$ cat src/rtl/pinbank_pkg.sv
// Shared constants for the pin bank controller: bus widths and register offsets.
// Assumes byte addressing with 32-bit registers on 4-byte boundaries.
package pinbank_pkg;
    localparam int BUS_AW = 8;
    localparam int DATA_W = 32;

    localparam logic [BUS_AW-1:0] OFS_LEVEL = 8'h00;
    localparam logic [BUS_AW-1:0] OFS_DIR   = 8'h04;
    localparam logic [BUS_AW-1:0] OFS_SET   = 8'h08;
    localparam logic [BUS_AW-1:0] OFS_CLR   = 8'h0C;
    localparam logic [BUS_AW-1:0] OFS_RISE  = 8'h10;
    localparam logic [BUS_AW-1:0] OFS_FALL  = 8'h14;
    localparam logic [BUS_AW-1:0] OFS_EDGE  = 8'h18;
    localparam logic [BUS_AW-1:0] OFS_ALT   = 8'h1C;
endpackage

$ cat src/rtl/pinbank_sync.sv
// Two-flop synchronizer for the pad inputs, plus one more stage that holds
// the previous synchronized value for edge detection.
// Assumes pad_in is asynchronous and each bit is independent.
module pinbank_sync #(
    parameter int W = 28
) (
    input  logic         clk,
    input  logic         rst_n,
    input  logic [W-1:0] pad_in,
    output logic [W-1:0] sync_q,
    output logic [W-1:0] prev_q
);
    logic [W-1:0] meta_q;

    // Shift the pad levels through the metastability and history stages.
    always_ff @(posedge clk) begin
        if (!rst_n) begin
            meta_q <= '0;
            sync_q <= '0;
            prev_q <= '0;
        end else begin
            meta_q <= pad_in;
            sync_q <= meta_q;
            prev_q <= sync_q;
        end
    end
endmodule

$ cat src/rtl/pinbank_edge.sv
// Per-pin sticky edge status. A pin sets its bit on an enabled transition.
// A write of ones clears bits. A new event wins over a clear in the same cycle.
// Assumes sync_q and prev_q come from consecutive stages of one clock domain.
module pinbank_edge #(
    parameter int W = 28
) (
    input  logic         clk,
    input  logic         rst_n,
    input  logic [W-1:0] sync_q,
    input  logic [W-1:0] prev_q,
    input  logic [W-1:0] rise_en,
    input  logic [W-1:0] fall_en,
    input  logic [W-1:0] clr_mask,
    output logic [W-1:0] status
);
    genvar g;
    generate
        for (g = 0; g < W; g++) begin : g_bit
            logic evt;

            // Detect an enabled transition on this pin.
            always_comb evt = (rise_en[g] &  sync_q[g] & ~prev_q[g])
                            | (fall_en[g] & ~sync_q[g] &  prev_q[g]);

            // Hold the status bit until it is cleared; an event in the same cycle keeps it set.
            always_ff @(posedge clk) begin
                if (!rst_n) status[g] <= 1'b0;
                else        status[g] <= (status[g] & ~clr_mask[g]) | evt;
            end
        end
    endgenerate
endmodule

$ cat src/rtl/pinbank_irq.sv
// Interrupt fan-out. Low-numbered pins each get a dedicated line and the
// rest are ORed onto one shared line.
// Assumes 0 < NUM_DED < W.
module pinbank_irq #(
    parameter int W       = 28,
    parameter int NUM_DED = 11
) (
    input  logic [W-1:0]       status,
    output logic [NUM_DED-1:0] irq_pin,
    output logic               irq_shared
);
    genvar g;
    generate
        for (g = 0; g < NUM_DED; g++) begin : g_ded
            // Dedicated line follows its own status bit.
            assign irq_pin[g] = status[g];
        end
    endgenerate

    // Combine the remaining pins onto the shared line.
    assign irq_shared = |status[W-1:NUM_DED];
endmodule

$ cat src/rtl/pinbank_ctrl.sv
// Pin bank controller top: register decode, direction, output latch and
// alternate-function storage. Instantiates the synchronizer, the edge status
// and the interrupt fan-out.
// Assumes NUM_PINS < DATA_W, a single bus master and combinational reads.
module pinbank_ctrl
    import pinbank_pkg::*;
#(
    parameter int NUM_PINS = 28,
    parameter int NUM_DED  = 11
) (
    input  logic                clk,
    input  logic                rst_n,
    input  logic [BUS_AW-1:0]   bus_addr,
    input  logic                bus_we,
    input  logic [DATA_W-1:0]   bus_wdata,
    output logic [DATA_W-1:0]   bus_rdata,
    input  logic [NUM_PINS-1:0] pad_in,
    output logic [NUM_PINS-1:0] pad_out,
    output logic [NUM_PINS-1:0] pad_oe,
    output logic [NUM_DED-1:0]  irq_pin,
    output logic                irq_shared
);
    localparam int PAD_W = DATA_W - NUM_PINS;

    logic [NUM_PINS-1:0] wmask;
    logic [NUM_PINS-1:0] dir_q, out_q, rise_q, fall_q, alt_q;
    logic [NUM_PINS-1:0] sync_q, prev_q, edge_status, clr_mask;
    logic [NUM_PINS-1:0] set_m, clr_m, rd_bits;
    logic                wr_dir, wr_set, wr_clr, wr_rise, wr_fall, wr_edge, wr_alt;

    // Decode the write strobes per register.
    always_comb begin
        wmask   = bus_wdata[NUM_PINS-1:0];
        wr_dir  = bus_we && (bus_addr == OFS_DIR);
        wr_set  = bus_we && (bus_addr == OFS_SET);
        wr_clr  = bus_we && (bus_addr == OFS_CLR);
        wr_rise = bus_we && (bus_addr == OFS_RISE);
        wr_fall = bus_we && (bus_addr == OFS_FALL);
        wr_edge = bus_we && (bus_addr == OFS_EDGE);
        wr_alt  = bus_we && (bus_addr == OFS_ALT);
        set_m    = wr_set  ? wmask : '0;
        clr_m    = wr_clr  ? wmask : '0;
        clr_mask = wr_edge ? wmask : '0;
    end

    // Store the configuration registers and the output latch.
    always_ff @(posedge clk) begin
        if (!rst_n) begin
            dir_q  <= '0;
            out_q  <= '0;
            rise_q <= '0;
            fall_q <= '0;
            alt_q  <= '0;
        end else begin
            if (wr_dir)  dir_q  <= wmask;
            if (wr_rise) rise_q <= wmask;
            if (wr_fall) fall_q <= wmask;
            if (wr_alt)  alt_q  <= wmask;
            out_q <= (out_q | set_m) & ~clr_m;
        end
    end

    // Select the read data; write-only and unmapped offsets return zero.
    always_comb begin
        case (bus_addr)
            OFS_LEVEL: rd_bits = sync_q;
            OFS_DIR:   rd_bits = dir_q;
            OFS_RISE:  rd_bits = rise_q;
            OFS_FALL:  rd_bits = fall_q;
            OFS_EDGE:  rd_bits = edge_status;
            OFS_ALT:   rd_bits = alt_q;
            default:   rd_bits = '0;
        endcase
        bus_rdata = {{PAD_W{1'b0}}, rd_bits};
    end

    assign pad_out = out_q;
    assign pad_oe  = dir_q;

    pinbank_sync #(.W(NUM_PINS)) u_sync (
        .clk    (clk),
        .rst_n  (rst_n),
        .pad_in (pad_in),
        .sync_q (sync_q),
        .prev_q (prev_q)
    );

    pinbank_edge #(.W(NUM_PINS)) u_edge (
        .clk      (clk),
        .rst_n    (rst_n),
        .sync_q   (sync_q),
        .prev_q   (prev_q),
        .rise_en  (rise_q),
        .fall_en  (fall_q),
        .clr_mask (clr_mask),
        .status   (edge_status)
    );

    pinbank_irq #(.W(NUM_PINS), .NUM_DED(NUM_DED)) u_irq (
        .status     (edge_status),
        .irq_pin    (irq_pin),
        .irq_shared (irq_shared)
    );
endmodule

$ cat config.mk
export PLATFORM = sky130hd
export DESIGN_NAME = pinbank_ctrl
export DESIGN_NICKNAME = d
export VERILOG_FILES = /design/src/rtl/pinbank_pkg.sv /design/src/rtl/pinbank_sync.sv /design/src/rtl/pinbank_edge.sv /design/src/rtl/pinbank_irq.sv /design/src/rtl/pinbank_ctrl.sv
export SDC_FILE = /design/constraint.sdc
export NUM_CORES = 1
export LEC_CHECK = 0
export CORE_ASPECT_RATIO = 0.6
export CORE_MARGIN = 8
export CORE_UTILIZATION = 30
export DETAILED_ROUTE_END_ITERATION = 12
export MAX_ROUTING_LAYER = met4
export SETUP_SLACK_MARGIN = 0.15
export SYNTH_ARGS = -nofsm -noshare
export SYNTH_HDL_FRONTEND = slang
export SYNTH_SLANG_ARGS = --single-unit
$ cat constraint.sdc
create_clock -name clk -period 6.52 [get_ports clk]
set_clock_uncertainty 0.15 [all_clocks]
set_input_delay 0.978 -clock clk [delete_from_list [all_inputs] [get_ports clk]]
set_output_delay 0.978 -clock clk [all_outputs]
set_load 0.01 [all_outputs]
==> run_results.csv, run 1 <==
group,metric,value,unit
sta,setup_tns,0,ps
sta,rsz0062_at_grt,"false",
placement,dpl.hpwl,23100,um
pwr,p_total,3.20,mW
cts,clk_path_buf_depth,3,
cts,post_cts_buffers,0,
routing,viasPerCell,4.97,
yosys,post_synth_instance_area,10100,sq um
yosys,ys_ff_latch,252,
outcome,status,"finished clean",
pwr,power_density,248,nW/um^2
die,rows,52,
yosys,yosysWarningCount,0,
global_routing,antenna_found_initial,0,
die,core_area,33500,sq um
routing,vias,9018,
final_layout,n_antenna_cell,0,
pwr,p_clk_frac,0.461,
pwr,power_frac_comb,0.048,
worst_setup_path,ff2ff_path_depth,3,
sta,hold_violations,0,
cts,holdBufCountCts,0,
sta,fin_hold_ws,281,ps
final_layout,drive_above_1_share,0.0737,
job,cap_violations,0,
worst_setup_path,cp-start-kind,"primary input",
routing,ant_nets,0,
sta,setup_viol,0,
pwr,switching_share,0.229,
final_layout,multiInputGateArea,4370,sq um
sta,slew_headroom,0.253,
global_routing,grt_pass1_vias,8826,
sta,max_freq,0.189,GHz
worst_setup_path,criticalPathCategory,"primary input to output port",
cts,ctsResizeCount,0,
min_path,hp-class,"register to register",
worst_setup_path,cp-end-kind,"output port",
sta,tightest_slew,1110,ps
global_routing,grtUsageTotal,0.177,
routing,drt_first_pass_iters,5,
global_routing,grt_pass1_wl,53300,um
cts,htreeDepth,1,
cts,cts_buffers,26,
placement,place_congestion,0.795,
die,die_w,253,um
yosys,postSynthCellCount,1219,
pwr,seq_power_share,0.491,
cts,root_buffer,"clkbuf_16",
final_layout,final_common_cell,"nand2_1",
global_routing,grt_max_degree,126,
routing,drt_iter0_drc,742,
final_layout,mostFrequentLayoutCells,"291 x nand2_1, 252 x dfxtp_1, 160 x clkdlybuf4s50_1, 140 x a21oi_1, 91 x inv_1",
die,start_util,0.303,
final_layout,seq_area,5040,sq um
pwr,p_leak,4.40,nW
die,die_h,158,um
yosys,synth_cell_types,42,
final_layout,nets,1410,
cts,cts_tree,"yes",
min_path,hold_depth,1,
die,fp.dieArea,40200,sq um
cts,clk_latency,530,ps
sta,finalMaxSlewViolations,0,
global_routing,gr-total-overflow,0,
routing,wl_per_cell,19.6,um
worst_setup_path,critPathArrivalTime,4170,ps
routing,wl,35500,um
worst_setup_path,crit_fanout,17,
routing,route.detailed.drc,0,
yosys,postSynthAreaPerCell,8.33,sq um
worst_setup_path,cp.required,5390,ps
placement,io_buffer_count,162,
die,io-pin-count,171,
cts,clock_sink_count,252,
pwr,ir_worst_vdd,0.169,mV
sta,fin_crit,5300,ps
sta,timing.final.crit_share,0.812,
pwr,p_sw,0.734,mW
final_layout,n_fill_cell,3415,
cts,clk_pin_slew,60,ps
yosys,yosysSeqAreaShare,0.497,
final_layout,syn_to_final_growth,27.4,%
pwr,internal-power,2.47,mW
[routing by layer]
metal / share of wire / routed length [um] / GRT usage / vias to the layer above
met5: 0 / 0 / - / -
met2: 0.45 / 16100 / 0.279 / 289
li1: - / - / - / 4336
met4: 0.027 / 956 / 0.0494 / 0
met1: 0.45 / 16000 / 0.232 / 4331
met3: 0.069 / 2450 / 0.0315 / 62
[flip-flops by register name, summed over array words and instances (netlist names)]
name	count
pad_oe	28
u_sync.meta_q	28
alt_q	28
fall_q	28
u_sync.prev_q	28
u_edge.status	28
rise_q	28
pad_out	28
u_sync.sync_q	28
[stage by stage]
step | cell area [sq um] | instances | utilization | setup WS (ps)
3_3_place_gp | 12100 | 1770 | 0.361 | 1320
5_1_grt | 12900 | 1815 | 0.386 | 1160
4_1_cts | 12900 | 1815 | 0.386 | 1270
6_report | 12900 | 1815 | 0.386 | 1220
3_5_place_dp | 12100 | 1770 | 0.361 | 1270
2_1_floorplan | 10200 | 1222 | - | 2900
[cell usage after synthesis, drive strengths merged]
cell type / instances / share of area
mux4: 5 / 0.011
o22a: 5 / 0.0043
and2: 56 / 0.035
conb: 1 / 0.00037
dfxtp: 252 / 0.50
a221o: 11 / 0.011
and3: 4 / 0.0025
mux2i: 22 / 0.022
nand3: 9 / 0.0044
nand4: 2 / 0.0012
nor3b: 1 / 0.00074
a31oi: 29 / 0.018
nor4: 6 / 0.0052
buf: 37 / 0.024
a22o: 1 / 0.00086
o22ai: 12 / 0.0074
and4: 1 / 0.00086
or3: 1 / 0.00062
or3b: 1 / 0.00086
or4b: 1 / 0.00099
inv: 92 / 0.034
a221oi: 28 / 0.036
or4: 3 / 0.0022
nor3: 3 / 0.0031
nand2: 291 / 0.11
a22oi: 33 / 0.024
a222oi: 6 / 0.0059
a21oi: 140 / 0.069
nor2: 66 / 0.024
clkbuf: 55 / 0.020
mux2: 1 / 0.0011
nor4b: 3 / 0.0038
o21ai: 41 / 0.020
[worst max-delay path, stage by stage]
cell	delay, ps
clkdlybuf4s50_1	460
buf_4	250
or4_1	980
nor2_1	430
buf_4	300
a222oi_1	120
inv_1	110
clkdlybuf4s50_1	540
[final cells by class]
type / instances / share of cell area
flip-flops and latches: 252 / 0.390
multi-input cells: 786 / 0.338
repair buffers: 181 / 0.136
clock buffers: 37 / 0.0590
well taps: 459 / 0.0444
inverters: 92 / 0.0271
clock inverters: 8 / 0.00571
[power by group through the flow]
| stage | sequential (mW) | combinational, mW | clock (mW) |
|---|---|---|---|
| 6_report | 1.57 | 0.154 | 1.48 |
| 5_1_grt | 1.57 | 0.166 | 1.58 |
| 4_1_cts | 1.57 | 0.155 | 1.51 |
| 3_5_place_dp | 1.61 | 0.154 | 0 |
| 3_3_place_gp | 1.61 | 0.152 | 0 |
| 2_1_floorplan | 1.60 | 0.0680 | 0 |
[worst paths after layout]
kind	startpoint	to	slack (ps)
max	bus_addr[3]	bus_rdata[2]	1220
max reg2reg	u_sync.sync_q[25]	u_edge.status[25]	5410
min reg2reg	u_sync.meta_q[5]	u_sync.sync_q[5]	280
min	u_sync.meta_q[5]	u_sync.sync_q[5]	280
[kinds of logic (layout without fill, tap and decap cells)]
kind of cell / after synthesis / in the layout / synth area share
buffers and inverters: 184 / 318 / 0.0782
AND/OR/NAND/NOR: 448 / 448 / 0.193
multiplexers: 28 / 28 / 0.0339
other: 1 / 4 / 0.000370
flip-flops: 252 / 252 / 0.497
AO/OA/AOI/OAI: 306 / 306 / 0.197
No activity file was read; power rests on OpenSTA's default activity.
==> run 2: changes to the inputs <==
clock period = 4.8 ns   (was 6.52 ns; I/O delays follow)
==> run_results.csv, run 2 (synthesized netlist as in run 1, its figures left out) <==
group,metric,value,unit
final_layout,syn_to_final_growth,28.7,%
cts,cts_buffers,26,
sta,hold_violations,0,
die,io-pin-count,171,
final_layout,n_fill_cell,3349,
placement,dpl.hpwl,24000,um
routing,viasPerCell,4.94,
final_layout,seq_area,5040,sq um
pwr,power_density,330,nW/um^2
sta,slew_headroom,0.455,
cts,post_cts_buffers,0,
global_routing,antenna_found_initial,1,
cts,root_buffer,"clkbuf_16",
routing,route.detailed.drc,0,
routing,vias,9053,
min_path,hold_depth,1,
cts,cts_tree,"yes",
global_routing,grtUsageTotal,0.175,
routing,ant_nets,0,
routing,wl_per_cell,19.2,um
cts,ctsResizeCount,0,
global_routing,grt_pass1_wl,53000,um
worst_setup_path,cp_top_family,"buffers and inverters",
global_routing,grt_max_degree,90,
global_routing,grt_pass1_vias,8720,
final_layout,final_common_cell,"nand2_1",
min_path,hold_end,"u_sync.sync_q[8]",
die,core_area,33500,sq um
global_routing,gr-total-overflow,0,
worst_setup_path,critPathArrivalTime,3430,ps
die,rows,52,
die,die_h,158,um
min_path,hp-class,"register to register",
pwr,ir_worst_vdd,0.212,mV
worst_setup_path,regToRegSetupSlack,3710,ps
sta,worst_slack,501,ps
sta,finalMaxSlewViolations,0,
worst_setup_path,criticalPathCategory,"primary input to output port",
worst_setup_path,ff2ff_path_depth,3,
final_layout,drive_above_1_share,0.0817,
cts,clock_sink_count,252,
final_layout,nets,1428,
cts,htreeDepth,1,
routing,drt_iter0_drc,807,
job,cap_violations,0,
cts,clk_latency,540,ps
worst_setup_path,crit_buf_inv,3,
routing,drt_first_pass_iters,5,
placement,place_congestion,0.839,
sta,timing.final.crit_share,0.896,
cts,clk_pin_slew,60,ps
worst_setup_path,crit_fanout,12,
die,die_w,253,um
cts,holdBufCountCts,0,
cts,clk_path_buf_depth,3,
sta,rsz0062_at_grt,"false",
worst_setup_path,cp.required,3930,ps
die,start_util,0.303,
worst_setup_path,max_stage_delay,850,ps
worst_setup_path,cp_slowest_cell,"or4b_1",
worst_setup_path,path_common_cell,"clkdlybuf4s50_1",
outcome,status,"finished clean",
sta,tightest_slew,817,ps
worst_setup_path,r2r-end,"u_edge.status[19]",
routing,wl,35200,um
sta,setup_viol,0,
worst_setup_path,cp_cell_sequence,"clkdlybuf4s50_1, or4b_1, nor2_2, buf_4, a221o_1, clkdlybuf4s50_1",
final_layout,mostFrequentLayoutCells,"291 x nand2_1, 252 x dfxtp_1, 160 x clkdlybuf4s50_1, 140 x a21oi_1, 91 x inv_1",
pwr,p_leak,4.49,nW
worst_setup_path,cp-end-kind,"output port",
placement,pre_cts_ws,457,ps
worst_setup_path,r2r-start,"u_sync.sync_q[19]",
worst_setup_path,crit_path_start,"bus_addr[3]",
placement,io_buffer_count,162,
sta,setup_tns,0,ps
worst_setup_path,cp-start-kind,"primary input",
sta,fin_crit,4300,ps
final_layout,multiInputGateArea,4350,sq um
die,fp.dieArea,40200,sq um
min_path,min_from,"u_sync.meta_q[8]",
sta,max_freq,0.233,GHz
==> run 2: worst max path at each step <==
stage | slack, ps | end | cells past startpoint
global placement | 450 | bus_rdata[27] | 6
detailed placement | 460 | bus_rdata[27] | 6
finish | 500 | bus_rdata[27] | 6
CTS | 450 | bus_rdata[27] | 6
floorplan | 1690 | bus_rdata[16] | 7
global route | 380 | bus_rdata[27] | 6
==> run 2: power breakdown <==
part           internal, mW  switching, mW  leakage, nW
combinational        0.0835          0.130         2.04
sequential             2.12         0.0156         2.04
clock                  1.13          0.829        0.401
==> run 2: final cells by class <==
class / instances / area share
well taps: 459 / 0.0440
inverters: 92 / 0.0268
diodes: 1 / 0.000192
clock inverters: 6 / 0.00450
clock buffers: 36 / 0.0574
flip-flops and latches: 252 / 0.386
multi-input cells: 786 / 0.333
repair buffers: 199 / 0.148
==> run 2: through the flow <==
stage	std cells	power (mW)	hold WS [ps]	utilization	cell area, sq um
after floorplan	1222	2.27	262	-	10200
after global placement	1788	2.40	267	0.366	12200
after detailed placement	1788	2.40	269	0.366	12200
final	1831	4.31	278	0.390	13100
after CTS	1830	4.36	283	0.390	13100
after global routing	1831	4.48	292	0.390	13100
==> run 2: metal layers <==
layer	global-route usage	vias to the layer above	part of all wire
met1	0.236	4327	0.47
li1	-	4369	-
met5	-	-	0
met2	0.269	292	0.44
met4	0.0516	0	0.030
met3	0.0293	65	0.058
==> run 3: changes to the inputs <==
CORE_MARGIN = 2   (was 8)
SKIP_LAST_GASP = 1   (was unset)
==> run_results.csv, run 3 (synthesized netlist as in run 1, its figures left out) <==
group,metric,value,unit
outcome,status,"finished clean",
placement,dpl-instance-area,12200,sq um
final_layout,n_fill_cell,3401,
global_routing,grt_pass1_wl,51800,um
cts,clk_path_buf_depth,3,
die,die_w,241,um
placement,pre_cts_ws,491,ps
die,core_area,33500,sq um
worst_setup_path,critPathArrivalTime,3530,ps
cts,root_buffer,"clkbuf_16",
placement,place_congestion,0.807,
job,cap_violations,0,
placement,io_buffer_count,162,
sta,fin_crit,4400,ps
cts,post_cts_buffers,0,
die,die_h,146,um
die,start_util,0.303,
sta,tightest_slew,947,ps
worst_setup_path,cp-start-kind,"primary input",
routing,drt_iter0_drc,987,
final_layout,final_util,0.392,
pwr,p_total,4.55,mW
cts,cts_tree,"yes",
pwr,p_leak,4.52,nW
worst_setup_path,cp.required,3930,ps
final_layout,final_common_cell,"nand2_1",
worst_setup_path,cp-end-kind,"output port",
global_routing,grt_use_met2,0.289,
final_layout,drive_above_1_share,0.0824,
sta,rsz0062_at_grt,"false",
global_routing,grtUsageMet3,0.0459,
global_routing,grtUsageTotal,0.198,
pwr,ir_worst_vdd,0.205,mV
final_layout,multiInputGateArea,4350,sq um
die,rows,52,
routing,viasPerCell,5.00,
routing,wl,34700,um
sta,setup_tns,0,ps
global_routing,grt_pass1_vias,8360,
placement,placed_cells,1783,
cts,ctsResizeCount,0,
worst_setup_path,crit_fanout,10,
cts,holdBufCountCts,0,
cts,clk_pin_slew,60,ps
sta,max_freq,0.227,GHz
final_layout,mostFrequentLayoutCells,"291 x nand2_1, 252 x dfxtp_1, 160 x clkdlybuf4s50_1, 140 x a21oi_1, 91 x inv_1",
sta,timing.final.crit_share,0.917,
sta,setup_viol,0,
sta,hold_violations,0,
die,fp.dieArea,35400,sq um
routing,vias,9149,
final_layout,syn_to_final_growth,29.4,%
global_routing,antenna_found_initial,1,
final_layout,nets,1423,
final_layout,final_cell_area,13100,sq um
cts,htreeDepth,1,
worst_setup_path,cp_top_family,"buffers and inverters",
global_routing,gr-total-overflow,0,
routing,drt_first_pass_iters,5,
worst_setup_path,crit_buf_inv,4,
final_layout,seq_area,5040,sq um
worst_setup_path,cp_slowest_cell,"clkdlybuf4s50_1",
routing,ant_nets,0,
sta,fin_hold_ws,282,ps
die,io-pin-count,171,
pwr,power_density,346,nW/um^2
worst_setup_path,criticalPathCategory,"primary input to output port",
routing,route.detailed.drc,0,
sta,slew_headroom,0.369,
global_routing,top_usage_layer,"met2",
placement,dpl.hpwl,23000,um
cts,cts_buffers,26,
cts,clk_latency,540,ps
worst_setup_path,max_stage_delay,720,ps
min_path,hp-class,"register to register",
sta,worst_slack,400,ps
global_routing,use_met1,0.274,
global_routing,grt_max_degree,113,
sta,finalMaxSlewViolations,0,
cts,clock_sink_count,252,
final_layout,stdcell_count,1831,
worst_setup_path,cp_cell_sequence,"clkdlybuf4s50_1, buf_4, nor4_1, buf_4, a22oi_1, o21ai_0, clkdlybuf4s50_1",
routing,wl_per_cell,18.9,um
[run 3: cell types whose count changed in the layout (fill, tap and decap cells not counted), sizes merged]
cell	delta
buf	-5
clkbuf	+5
clkinv	-3
bufinv	+2
clkinvlp	+1
[run 3: path summary, 6_finish.rpt]
| kind | endpoint | slack, ps | start | cells past startpoint |
|---|---|---|---|---|
| setup reg to reg | u_edge.status[4] | 3710 | u_sync.sync_q[4] | 3 |
| setup / recovery | bus_rdata[4] | 400 | bus_addr[3] | 7 |
| hold reg to reg | u_sync.sync_q[17] | 280 | u_sync.meta_q[17] | 1 |
| hold / removal | u_sync.sync_q[17] | 280 | u_sync.meta_q[17] | 1 |
[run 3: worst register-to-register path: cells and delay by family (launching register included)]
kind	cells	cell delay (ps)
flops	1	400
compound gates	2	310
buf+inv	1	80
[run 3: layout make-up]
type,count,area share
repair buffers,194,0.143
diodes,1,0.000190
flip-flops and latches,252,0.384
clock inverters,6,0.00819
multi-input cells,786,0.331
inverters,92,0.0267
well taps,459,0.0437
clock buffers,41,0.0631
[run 3: report_power, final]
group          internal [mW]  switching [mW]  total [mW]
logic                 0.0828           0.129       0.212
registers               2.12          0.0153        2.14
clock network           1.34           0.859        2.20
[run 3: routing by layer]
metal  routed length (um)  up-vias
li1                     -     4359
met1                15700     4343
met2                15000      393
met3                 3120       54
met4                  871        0
met5                    0        -
